**config.mk**
```make
export PLATFORM = sky130hd
export DESIGN_NAME = serial_rx_top
export DESIGN_NICKNAME = d
export VERILOG_FILES = /design/src/rtl/serial_rx_pkg.sv /design/src/rtl/rx_tick_gen.sv /design/src/rtl/rx_sync.sv /design/src/rtl/rx_frame.sv /design/src/rtl/rx_fifo.sv /design/src/rtl/serial_rx_top.sv
export SDC_FILE = /design/constraint.sdc
export NUM_CORES = 1
export LEC_CHECK = 0
export ABC_AREA = 1
export BUFFER_PORTS_ARGS = -buffer_cell sky130_fd_sc_hd__buf_2
export CORE_MARGIN = 2
export CORE_UTILIZATION = 65
export CTS_CLUSTER_SIZE = 10
export DETAILED_ROUTE_END_ITERATION = 10
export HOLD_SLACK_MARGIN = 0.05
export PLACE_DENSITY = 0.84
export SYNTH_ARGS = -nofsm -noshare
export SYNTH_HDL_FRONTEND = slang
export SYNTH_SLANG_ARGS = --single-unit
export TNS_END_PERCENT = 10
```
**constraint.sdc**
```tcl
create_clock -name clk -period 3.9 [get_ports clk]
set_clock_uncertainty 0.2 [all_clocks]
set_input_delay 0.975 -clock clk [delete_from_list [all_inputs] [get_ports clk]]
set_output_delay 0.975 -clock clk [all_outputs]
set_load 0.005 [all_outputs]
```
**src/rtl/serial_rx_pkg.sv**
```systemverilog
package serial_rx_pkg;
  localparam int OSR        = 8;   // ticks per bit period
  localparam int DATA_BITS  = 8;
  localparam int ACC_W      = 32;  // width of the receive shift register
  localparam int FIRST_WAIT = OSR + OSR / 2;  // ticks from start detect to first data sample

  typedef enum logic [1:0] {
    ST_HUNT   = 2'd0,
    ST_DATA   = 2'd1,
    ST_STOP   = 2'd2,
    ST_WAITHI = 2'd3
  } rx_state_t;
endpackage

```
**src/rtl/rx_tick_gen.sv**
```systemverilog
module rx_tick_gen #(
  parameter int DIV_W = 16
) (
  input  logic             clk,
  input  logic             rst_n,
  input  logic [DIV_W-1:0] div,
  output logic             tick
);
  logic [DIV_W-1:0] cnt;
  logic             wrap;

  assign wrap = (div <= 1) || (cnt >= div - 1'b1);

  always_ff @(posedge clk or negedge rst_n) begin
    if (!rst_n) begin
      cnt  <= '0;
      tick <= 1'b0;
    end else begin
      cnt  <= wrap ? '0 : cnt + 1'b1;
      tick <= wrap;
    end
  end


  tick_spacing_chk: assert property (@(posedge clk) disable iff (!rst_n)
    (tick && div > 1 && $stable(div)) |=> !tick);
endmodule

```
**src/rtl/rx_sync.sv**
```systemverilog
module rx_sync #(
  parameter int STAGES = 2
) (
  input  logic clk,
  input  logic rst_n,
  input  logic din,
  output logic dout
);
  logic [STAGES-1:0] sr;

  always_ff @(posedge clk or negedge rst_n) begin
    if (!rst_n) sr <= '1;
    else        sr <= {sr[STAGES-2:0], din};
  end

  assign dout = sr[STAGES-1];
endmodule

```
**src/rtl/rx_frame.sv**
```systemverilog
module rx_frame
  import serial_rx_pkg::*;
(
  input  logic                 clk,
  input  logic                 rst_n,
  input  logic                 tick,
  input  logic                 rx_s,
  output logic                 push,
  output logic                 bad_stop,
  output logic [DATA_BITS-1:0] push_byte
);
  localparam int CW = $clog2(FIRST_WAIT);
  localparam int BW = $clog2(DATA_BITS);

  rx_state_t        state;
  logic [CW-1:0]    wait_cnt;
  logic [BW-1:0]    nbits;
  logic [ACC_W-1:0] acc;
  logic             stop_sample;

  assign stop_sample = tick && (state == ST_STOP) && (wait_cnt == '0);
  assign push        = stop_sample && rx_s;
  assign bad_stop    = stop_sample && !rx_s;
  assign push_byte   = acc[ACC_W-1 -: DATA_BITS];

  always_ff @(posedge clk or negedge rst_n) begin
    if (!rst_n) begin
      state    <= ST_HUNT;
      wait_cnt <= '0;
      nbits    <= '0;
      acc      <= '0;
    end else if (tick) begin
      case (state)
        ST_HUNT: begin
          if (!rx_s) begin
            state    <= ST_DATA;
            wait_cnt <= CW'(FIRST_WAIT - 1);
            nbits    <= '0;
          end
        end
        ST_DATA: begin
          if (wait_cnt == '0) begin
            acc      <= {rx_s, acc[ACC_W-1:1]};
            wait_cnt <= CW'(OSR - 1);
            if (nbits == BW'(DATA_BITS - 1)) state <= ST_STOP;
            else                             nbits <= nbits + 1'b1;
          end else begin
            wait_cnt <= wait_cnt - 1'b1;
          end
        end
        ST_STOP: begin
          if (wait_cnt == '0) state <= rx_s ? ST_HUNT : ST_WAITHI;
          else                wait_cnt <= wait_cnt - 1'b1;
        end
        default: begin
          if (rx_s) state <= ST_HUNT;
        end
      endcase
    end
  end


  idle_between_ticks_chk: assert property (@(posedge clk) disable iff (!rst_n)
    !tick |=> $stable(state) && $stable(acc));

  waithi_hold_chk: assert property (@(posedge clk) disable iff (!rst_n)
    (state == ST_WAITHI && !rx_s) |=> state == ST_WAITHI);

  rearm_chk: assert property (@(posedge clk) disable iff (!rst_n)
    push |=> state == ST_HUNT);
endmodule

```
**src/rtl/rx_fifo.sv**
```systemverilog
module rx_fifo #(
  parameter int DEPTH = 8,
  parameter int W     = 8
) (
  input  logic         clk,
  input  logic         rst_n,
  input  logic         wr_en,
  input  logic [W-1:0] wr_data,
  output logic         full,
  output logic         rd_valid,
  input  logic         rd_ready,
  output logic [W-1:0] rd_data
);
  localparam int AW = $clog2(DEPTH);

  logic [W-1:0] mem [DEPTH];
  logic [AW-1:0] wptr, rptr;
  logic [AW:0]   count;
  logic          do_wr, do_rd;

  assign full     = (count == (AW+1)'(DEPTH));
  assign rd_valid = (count != '0);
  assign rd_data  = mem[rptr];
  assign do_wr    = wr_en && !full;
  assign do_rd    = rd_valid && rd_ready;

  always_ff @(posedge clk) begin
    if (do_wr) mem[wptr] <= wr_data;
  end

  always_ff @(posedge clk or negedge rst_n) begin
    if (!rst_n) begin
      wptr  <= '0;
      rptr  <= '0;
      count <= '0;
    end else begin
      if (do_wr) wptr <= (wptr == AW'(DEPTH - 1)) ? '0 : wptr + 1'b1;
      if (do_rd) rptr <= (rptr == AW'(DEPTH - 1)) ? '0 : rptr + 1'b1;
      count <= count + (AW+1)'(do_wr) - (AW+1)'(do_rd);
    end
  end


  hold_on_stall_chk: assert property (@(posedge clk) disable iff (!rst_n)
    (rd_valid && !rd_ready) |=> rd_valid && $stable(rd_data));

  no_overflow_chk: assert property (@(posedge clk) disable iff (!rst_n)
    count <= (AW+1)'(DEPTH));
endmodule

```
**src/rtl/serial_rx_top.sv**
```systemverilog
module serial_rx_top
  import serial_rx_pkg::*;
#(
  parameter int DIV_W      = 16,
  parameter int FIFO_DEPTH = 8
) (
  input  logic             clk,
  input  logic             rst_n,
  input  logic             rx_line,
  input  logic [DIV_W-1:0] baud_div,
  output logic             rd_valid,
  input  logic             rd_ready,
  output logic [7:0]       rd_data,
  output logic             rx_empty,
  output logic             frame_err,
  output logic             overrun,
  input  logic             err_clr
);
  logic tick, rx_s, push, bad_stop, full;
  logic [DATA_BITS-1:0] push_byte;

  rx_tick_gen #(.DIV_W(DIV_W)) u_tick (
    .clk(clk), .rst_n(rst_n), .div(baud_div), .tick(tick));

  rx_sync #(.STAGES(2)) u_sync (
    .clk(clk), .rst_n(rst_n), .din(rx_line), .dout(rx_s));

  rx_frame u_frame (
    .clk(clk), .rst_n(rst_n), .tick(tick), .rx_s(rx_s),
    .push(push), .bad_stop(bad_stop), .push_byte(push_byte));

  rx_fifo #(.DEPTH(FIFO_DEPTH), .W(DATA_BITS)) u_fifo (
    .clk(clk), .rst_n(rst_n), .wr_en(push), .wr_data(push_byte),
    .full(full), .rd_valid(rd_valid), .rd_ready(rd_ready), .rd_data(rd_data));

  assign rx_empty = !rd_valid;

  always_ff @(posedge clk or negedge rst_n) begin
    if (!rst_n) begin
      frame_err <= 1'b0;
      overrun   <= 1'b0;
    end else begin
      frame_err <= bad_stop || (frame_err && !err_clr);
      overrun   <= (push && full) || (overrun && !err_clr);
    end
  end


  clear_flags_chk: assert property (@(posedge clk) disable iff (!rst_n)
    (err_clr && !bad_stop && !push) |=> !frame_err && !overrun);

  bad_frame_no_data_chk: assert property (@(posedge clk) disable iff (!rst_n)
    bad_stop |=> frame_err && $stable(rd_valid || !rd_ready));
endmodule

```
==> results of run 1 <==
## final cells by class
cell class	count	area, um2
fill	592	2410
multi-input combinational	401	2400
tap	108	135
inverter	74	278
timing repair buffer	34	175
clock inverter	6	75.1
sequential	112	3130
clock buffer	10	128
## kinds of logic (layout without fill, tap and decap cells)
family / Yosys count / count (layout)
buf+inv: 86 / 124
flops: 112 / 112
xor+xnor: 25 / 25
mux: 16 / 16
compound gates: 77 / 77
simple gates: 246 / 246
fa+ha+maj: 37 / 37
## layer usage
layer,GRT usage,vias up
met3,0.0440,29
met2,0.454,93
met1,0.289,1989
li1,-,2059
met5,0,-
met4,0.0864,0
## cells in the final DEF, fill, tap and decap left out, types with 3 or more instances in the layout
master	netlist	routed
a21oi_1	14	14
ha_1	36	36
nor2_4	12	12
xor2_1	13	13
inv_1	70	70
nor3_1	4	4
xnor2_1	12	12
mux2i_1	16	16
nor2_2	4	4
nor2_1	72	72
nand4_1	9	9
buf_2	7	32
dfrtp_1	46	46
nand2_1	116	116
o21ai_0	35	35
nand2_2	3	3
edfxtp_1	64	64
clkbuf_8	0	9
o21ai_1	4	4
nand3_1	20	20
o22ai_1	17	17
## power by group through the flow
| stage | Combinational (mW) | Sequential, mW | Clock (mW) |
|---|---|---|---|
| after floorplan | 0.642 | 1.40 | 0 |
| after global placement | 0.765 | 1.47 | 0 |
| after detailed placement | 0.826 | 1.47 | 0 |
| after CTS | 0.833 | 1.45 | 0.715 |
| after global routing | 0.935 | 1.46 | 0.766 |
| final | 0.825 | 1.45 | 0.707 |
## final timing paths
kind | from | to | slack [ns]
worst max register to register | u_frame.state[0] | u_fifo.mem[2][3] | 1.11
worst max-delay path | u_fifo.rptr[1] | rd_data[3] | 0.58
worst min register to register | u_sync.sr[0] | u_sync.sr[1] | 0.16
max in group asynchronous | rst_n | u_frame.acc[26] | 2.26
min in group asynchronous | rst_n | u_fifo.rptr[2] | 0.58
worst min-delay path | u_sync.sr[0] | u_sync.sr[1] | 0.16
## metrics by stage
stage          instance area [um2]  instances   util  total power, mW
6_report                      6310        745  0.724             2.98
5_1_grt                       6310        745  0.724             3.17
4_1_cts                       6310        745  0.724             3.00
3_5_place_dp                  6110        729  0.701             2.30
3_3_place_gp                  6110        729  0.701             2.23
2_1_floorplan                 5870        599      -             2.04
## sequential cells by signal, summed over array words and instances, names as in the netlist
| register | count |
|---|---|
| u_sync.sr | 2 |
| u_frame.wait_cnt | 4 |
| u_fifo.count | 4 |
| u_tick.tick | 1 |
| frame_err | 1 |
| u_fifo.wptr | 3 |
| u_fifo.rptr | 3 |
| u_frame.nbits | 3 |
| u_fifo.mem | 64 |
| u_frame.acc | 8 |
| u_tick.cnt | 16 |
| overrun | 1 |
| u_frame.state | 2 |
## worst register-to-register path, stage by stage (launching register included)
cell and delay (ns):
dfrtp_1 0.42, inv_1 0.12, ha_1 0.27, inv_2 0.06, nor3_2 0.24, nand3_2 0.15, inv_2 0.14, nand2_2 0.08
nor2_1 0.74
==> metrics.csv, run 1 <==
stage;metric;value;unit
status;status;complete, no violations;
cells_and_area;synth-to-layout area growth;7.54;%
critical_path;most used cell, CP;nand2_1;
sta;fin crit share;0.852;
sta;Slew Viols, Final;0;
critical_path;slowest cell on the critical path;dfrtp_1;
synthesis;yosys warns;0;
power;leak pwr;2.80;nW
critical_path;WP data required;2.72;ns
drt;M1 WL;4.66;mm
grt;global-route wire length before repair;19.0;mm
clock_network;post-CTS setup buffer count;0;
synthesis;xor/xnor share of the synthesized area;0.0373;
drt;met2 wire length;6.10;mm
critical_path;R2R cell count;8;
critical_path;critical path arrival;2.15;ns
cells_and_area;share of cells above drive strength 1;0.124;
critical_path;Critical Path Max Stage Delay;0.98;ns
synthesis;Synth top area share;0.327;
synthesis;Syn Nets;657;
synthesis;area leader, netlist;edfxtp_1;
sta;Worst-Margin Slew;1.06;ns
synthesis;ranking of synthesized cells by area;edfxtp_1 (33%), dfrtp_1 (20%), ha_1 (7.7%);
die;Initial Util;0.673;
synthesis;synth unique cells;34;
critical_path;Max FO, Critical Path;32;
die;DIE AREA;9810;um2
sta;setup_tns;0;ns
synthesis;Syn Area/Cell;9.80;um2
power;Net Sw Frac;0.339;
hold_path;hold depth;0;
sta;min cycle time layout;3.32;ns
clock_network;worst skew pair latency;0.38;ns
synthesis;ys flop type;edfxtp_1;
drt;Pre-antenna DRT Iters;5;
synthesis;Post-synth top cells;nand2_1 (116), nor2_1 (72), inv_1 (70);
clock_network;H-tree levels;3;
place;HPWL Detailed;8.04;mm
sta;Fin Hold WS;0.160;ns
power;internal power;1.97;mW
die;Core Region;8720;um2
power;total net switching power;1.01;mW
critical_path;WS Path Type;flip-flop to output pin;
clock_network;CTS tree;done;
synthesis;post-synthesis mux area share;0.0273;
drt;antenna-violating nets left;0;
clock_network;Num Clock Sinks;112;
sta;Max Fclk;0.301;GHz
drt;Post-Route WL;11.4;mm
drt;via count;4170;
clock_network;Clock Tree Buf Depth;2;
critical_path;Worst setup EP type;output pin;
sta;number of setup violations in the final report;0;
critical_path;Startpoint Class;flip-flop;
die;Die X;99.0;um
drt;met3 wire length;386;um
clock_network;cts repair resizes;0;
hold_path;hold crit path type;flip-flop to flip-flop;
run;max_cap viols;0;
grt;initial antenna violation count;0;
synthesis;mapped cell area;5870;um2
clock_network;Clk pin slew, worst setup/hold paths;0.12;ns
clock_network;CTS buffer count;9;
power;sequential power share;0.487;
synthesis;#FFs+latches synth;112;
sta;Final WS setup;0.576;ns
power;PD cells;473;nW/um2
cells_and_area;diode count;0;
synthesis;Seq/Total Area, Yosys;0.532;
synthesis;most common cell in the synthesized netlist;nand2_1;
place;dpl ws;0.443;ns
power;Clk pwr share;0.237;
grt;GRT Util Overall;0.247;
grt;remaining global-route overflow;0;
power;Max IR drop VDD;0.333;mV
sta;RSZ-0062 raised after global routing;false;
clock_network;clock root buffer;clkbuf_8;
drt;# DRC;0;
grt;vias in the first global route;4176;
power;combinational power share;0.276;
critical_path;worst path cell trace;o21ai_0 -> o22ai_1 -> nand2_1 -> nand2_1 -> buf_2;
synthesis;complex-gate fraction of the synthesized area;0.0723;
synthesis;post-synthesis adder-cell area fraction;0.0801;
cells_and_area;Final Net Count;690;
grt;largest net degree at the start of global routing;49;
sta;count of final hold-check violations;0;
drt;DR iter-0 viols;238;
drt;max layer used;met4;
synthesis;EDFF count, synth;64;
drt;DR WL/cell;15.3;um
place;input/output buffers;32;
die;Die Ht;99.0;um
die;standard-cell row count;34;
synthesis;post-synthesis cell count;599;
critical_path;family with the most delay on the worst path;flip-flops;
critical_path;CP Depth;5;
synthesis;FFs w/ async S/R, synth;0.429;
sta;max_slew headroom;0.294;
synthesis;post-synthesis simple-gate area fraction;0.191;
critical_path;Buf/Inv on CP;1;
synthesis;largest family of logic cells by synthesized area;simple AND/OR/NAND/NOR gates;
clock_network;# hold bufs at CTS;0;
place;final RePlAce weighted congestion;0.866;
die;I/O Pins;33;
drt;Vias/cell;5.60;
No activity file was read; power rests on OpenSTA's default activity.
==> inputs of run 2 (changes only) <==
--- a/config.mk
+++ b/config.mk
@@ -11,9 +11,10 @@
 export CORE_UTILIZATION = 65
 export CTS_CLUSTER_SIZE = 10
 export DETAILED_ROUTE_END_ITERATION = 10
-export HOLD_SLACK_MARGIN = 0.05
+export HOLD_SLACK_MARGIN = 0.12
 export PLACE_DENSITY = 0.84
 export SYNTH_ARGS = -nofsm -noshare
 export SYNTH_HDL_FRONTEND = slang
+export SYNTH_HIERARCHICAL = 1
 export SYNTH_SLANG_ARGS = --single-unit
 export TNS_END_PERCENT = 10
==> metrics.csv, run 2 <==
stage;metric;value;unit;change
synthesis;most common cell in the synthesized netlist;nand2_1;;
sta;number of setup violations in the final report;0;;unchanged
place;Post-Place Cells;884;;+21%
synthesis;post-synthesis cell count;726;;+21%
clock_network;worst skew pair latency;0.37;ns;about the same
synthesis;area leader, netlist;edfxtp_1;;
sta;Fin Hold WS;0.164;ns;+0.00436 ns
die;Die Ht;103;um;+3.6%
critical_path;Startpoint Class;input port;;
clock_network;H-tree levels;3;;unchanged
synthesis;Synth top area share;0.304;;-0.0230
critical_path;family with the most delay on the worst path;simple AND/OR/NAND/NOR gates;;
status;status;complete, no violations;;
sta;Max Fclk;0.328;GHz;+9.0%
critical_path;crit path to;u_tick/cnt[5];;
synthesis;Post-synth top cells;nand2_1 (203), inv_1 (136), edfxtp_1 (64);;
synthesis;Syn Area/Cell;8.70;um2;-11%
grt;initial antenna violation count;0;;unchanged
grt;remaining global-route overflow;0;;unchanged
critical_path;worst path cell trace;buf_2 -> inv_1 -> ha_1 -> nand2_2 -> nor3_1 -> nand2_1 -> xnor2_1 -> inv_1 -> ha_1 -> nand2_1 -> a21oi_1 -> nor2_1 -> nand2_1 -> nor2_2 -> nand2_4 -> nor2_1;;
critical_path;R2R cell count;13;;+5
clock_network;CTS tree;done;;
synthesis;ys flop type;edfxtp_1;;
sta;RSZ-0062 raised after global routing;false;;
critical_path;critical path arrival;3.15;ns;+1.00 ns
cells_and_area;multi-input logic area;2500;um2;+4.2%
clock_network;Clk pin slew, worst setup/hold paths;0.10;ns;-0.02 ns
critical_path;reg-to-reg endpoint;u_fifo/count[1];;
clock_network;CTS buffer count;9;;unchanged
place;final RePlAce weighted congestion;0.843;;-2.6%
drt;DR iter-0 viols;247;;+3.8%
drt;Post-Route WL;12.1;mm;+5.6%
drt;Pre-antenna DRT Iters;5;;unchanged
cells_and_area;commonest non-fill, non-tap cell in the layout;nand2_1;;
place;cell area after placement;6570;um2;+7.5%
cells_and_area;share of cells above drive strength 1;0.152;;+0.0277
clock_network;# hold bufs at CTS;0;;unchanged
drt;# DRC;0;;unchanged
synthesis;#FFs+latches synth;112;;unchanged
die;Die X;103;um;+3.6%
cells_and_area;diode count;0;;unchanged
sta;Worst-Margin Slew;1.06;ns;+0.00517 ns
drt;antenna-violating nets left;0;;unchanged
clock_network;post-CTS setup buffer count;0;;unchanged
clock_network;Num Clock Sinks;112;;unchanged
power;Max IR drop VDD;0.273;mV;-18%
drt;via count;4723;;+13%
critical_path;most used cell, CP;nand2_1;;
die;Core Region;9330;um2;+7.0%
place;input/output buffers;32;;unchanged
cells_and_area;Largest Register;u_fifo/mem;;
cells_and_area;Final Net Count;824;;+19%
grt;largest net degree at the start of global routing;49;;unchanged
clock_network;cts repair resizes;0;;unchanged
critical_path;Max FO, Critical Path;17;;-47%
clock_network;Clock Tree Buf Depth;2;;unchanged
critical_path;CP Depth;16;;+11
clock_network;clock root buffer;clkbuf_8;;
synthesis;Syn Nets;784;;+19%
critical_path;slowest cell on the critical path;ha_1;;
sta;max_slew headroom;0.291;;-0.00345
cells_and_area;final design utilization;0.727;;+0.00347
grt;global-route wire length before repair;20.2;mm;+6.2%
critical_path;WP data required;4.00;ns;+1.28 ns
synthesis;FFs w/ async S/R, synth;0.429;;unchanged
sta;count of final hold-check violations;0;;unchanged
sta;Slew Viols, Final;0;;unchanged
critical_path;Critical Path Max Stage Delay;0.27;ns;-0.71 ns
sta;Final WS setup;0.850;ns;+0.274 ns
run;max_cap viols;0;;unchanged
grt;GRT Util Overall;0.250;;+0.00320
cells_and_area;synth-to-layout area growth;7.47;%;about the same
cells_and_area;Filler cells;695;;+17%
critical_path;WS Path Type;input port to flip-flop;;
power;leak pwr;3.42;nW;+22%
cells_and_area;FF/Latch Area;3130;um2;unchanged
die;DIE AREA;10500;um2;+7.2%
sta;fin crit share;0.782;;-0.0703
die;standard-cell row count;35;;+2.9%
die;Initial Util;0.677;;+0.00369
drt;Vias/cell;5.25;;-6.2%
critical_path;Buf/Inv on CP;3;;+2
synthesis;yosys warns;6;;+6
critical_path;Worst setup EP type;flip-flop;;
cells_and_area;commonest non-fill, non-tap cells in the layout;nand2_1 (203), inv_1 (136), edfxtp_1 (64);;
sta;min cycle time layout;3.05;ns;-0.274 ns
synthesis;Seq/Total Area, Yosys;0.495;;-0.0373
critical_path;Setup crit start;baud_div[0];;
power;Pwr Total;3.18;mW;+6.7%
synthesis;mapped cell area;6310;um2;+7.5%
synthesis;EDFF count, synth;64;;unchanged
cells_and_area;final cell count without fillers;900;;+21%
cells_and_area;Largest register FFs;64;;unchanged
drt;DR WL/cell;13.4;um;-13%
cells_and_area;largest registers;u_fifo/mem x64, u_tick/cnt x16, u_frame/acc x8;;
synthesis;synth unique cells;35;;+2.9%
power;PD cells;469;nW/um2;-0.72%
place;dpl ws;0.477;ns;+0.0343 ns
place;HPWL Detailed;8.71;mm;+8.3%
hold_path;hold crit path type;flip-flop to flip-flop;;
cells_and_area;fin area;6790;um2;+7.5%
critical_path;R2R setup slack;1.04;ns;-0.07 ns
synthesis;ranking of synthesized cells by area;edfxtp_1 (30%), dfrtp_1 (18%), nand2_1 (12%);;
grt;vias in the first global route;4580;;+9.7%
sta;setup_tns;0;ns;unchanged
die;I/O Pins;33;;unchanged
critical_path;reg2reg start;u_frame/wait_cnt[0];;
-- run 2: cell types whose count changed after synthesis, sizes merged, moves of 9 or more --
cell and change:
nand3 +34, o22ai -17, o21ai -21, nor3 +9
inv +70, nor2 -25, nand2 +100, mux2i -16
-- run 2: logic make-up (layout without fill, tap and decap cells) --
family / count (synthesis) / in the layout / synth area share
AO/OA/AOI/OAI: 32 / 32 / 0.0303
adder cells (fa/ha/maj): 37 / 37 / 0.0745
buffers and inverters: 157 / 202 / 0.109
flip-flops: 112 / 112 / 0.495
XOR/XNOR: 23 / 23 / 0.0319
AND/OR/NAND/NOR: 365 / 365 / 0.259
-- run 2: worst min path at each step --
stage / startpoint / slack [ns] / to / cells after the start
finish: u_sync/sr[0] / 0.16 / u_sync/sr[1] / 0
global route: u_sync/sr[0] / 0.17 / u_sync/sr[1] / 0
CTS: u_sync/sr[0] / 0.17 / u_sync/sr[1] / 0
detailed placement: u_sync/sr[0] / 0.15 / u_sync/sr[1] / 0
global placement: u_sync/sr[0] / 0.15 / u_sync/sr[1] / 0
floorplan: u_sync/sr[0] / 0.15 / u_sync/sr[1] / 0
-- run 2: per-layer routing --
| layer | global-route usage | part of all wire | vias to the layer above | routed length [um] |
|---|---|---|---|---|
| met4 | 0.110 | 0.031 | 0 | 372 |
| met1 | 0.307 | 0.41 | 2222 | 4990 |
| li1 | - | - | 2340 | - |
| met5 | 0 | 0 | - | 0 |
| met2 | 0.440 | 0.51 | 128 | 6190 |
| met3 | 0.0373 | 0.043 | 33 | 524 |
-- run 2: cell type report --
type                       count  area share
clock buffer                   9      0.0183
timing repair buffer          43      0.0358
multi-input combinational    457       0.368
clock inverter                 7      0.0136
sequential                   112       0.461
inverter                     143      0.0798
tap                          129      0.0238
-- run 2: power breakdown --
group	internal (mW)	switching, mW	leakage, nW
Sequential	1.32	0.0991	1.27
Combinational	0.385	0.642	2.04
Clock	0.316	0.421	0.109
-- run 2: worst reg2reg max path, delay by kind of cell (launching register included) --
kind,cells,cell delay [ns]
flip-flops,1,0.39
buffers and inverters,5,0.34
AND/OR/NAND/NOR,4,0.62
adder cells (fa/ha/maj),4,1.23
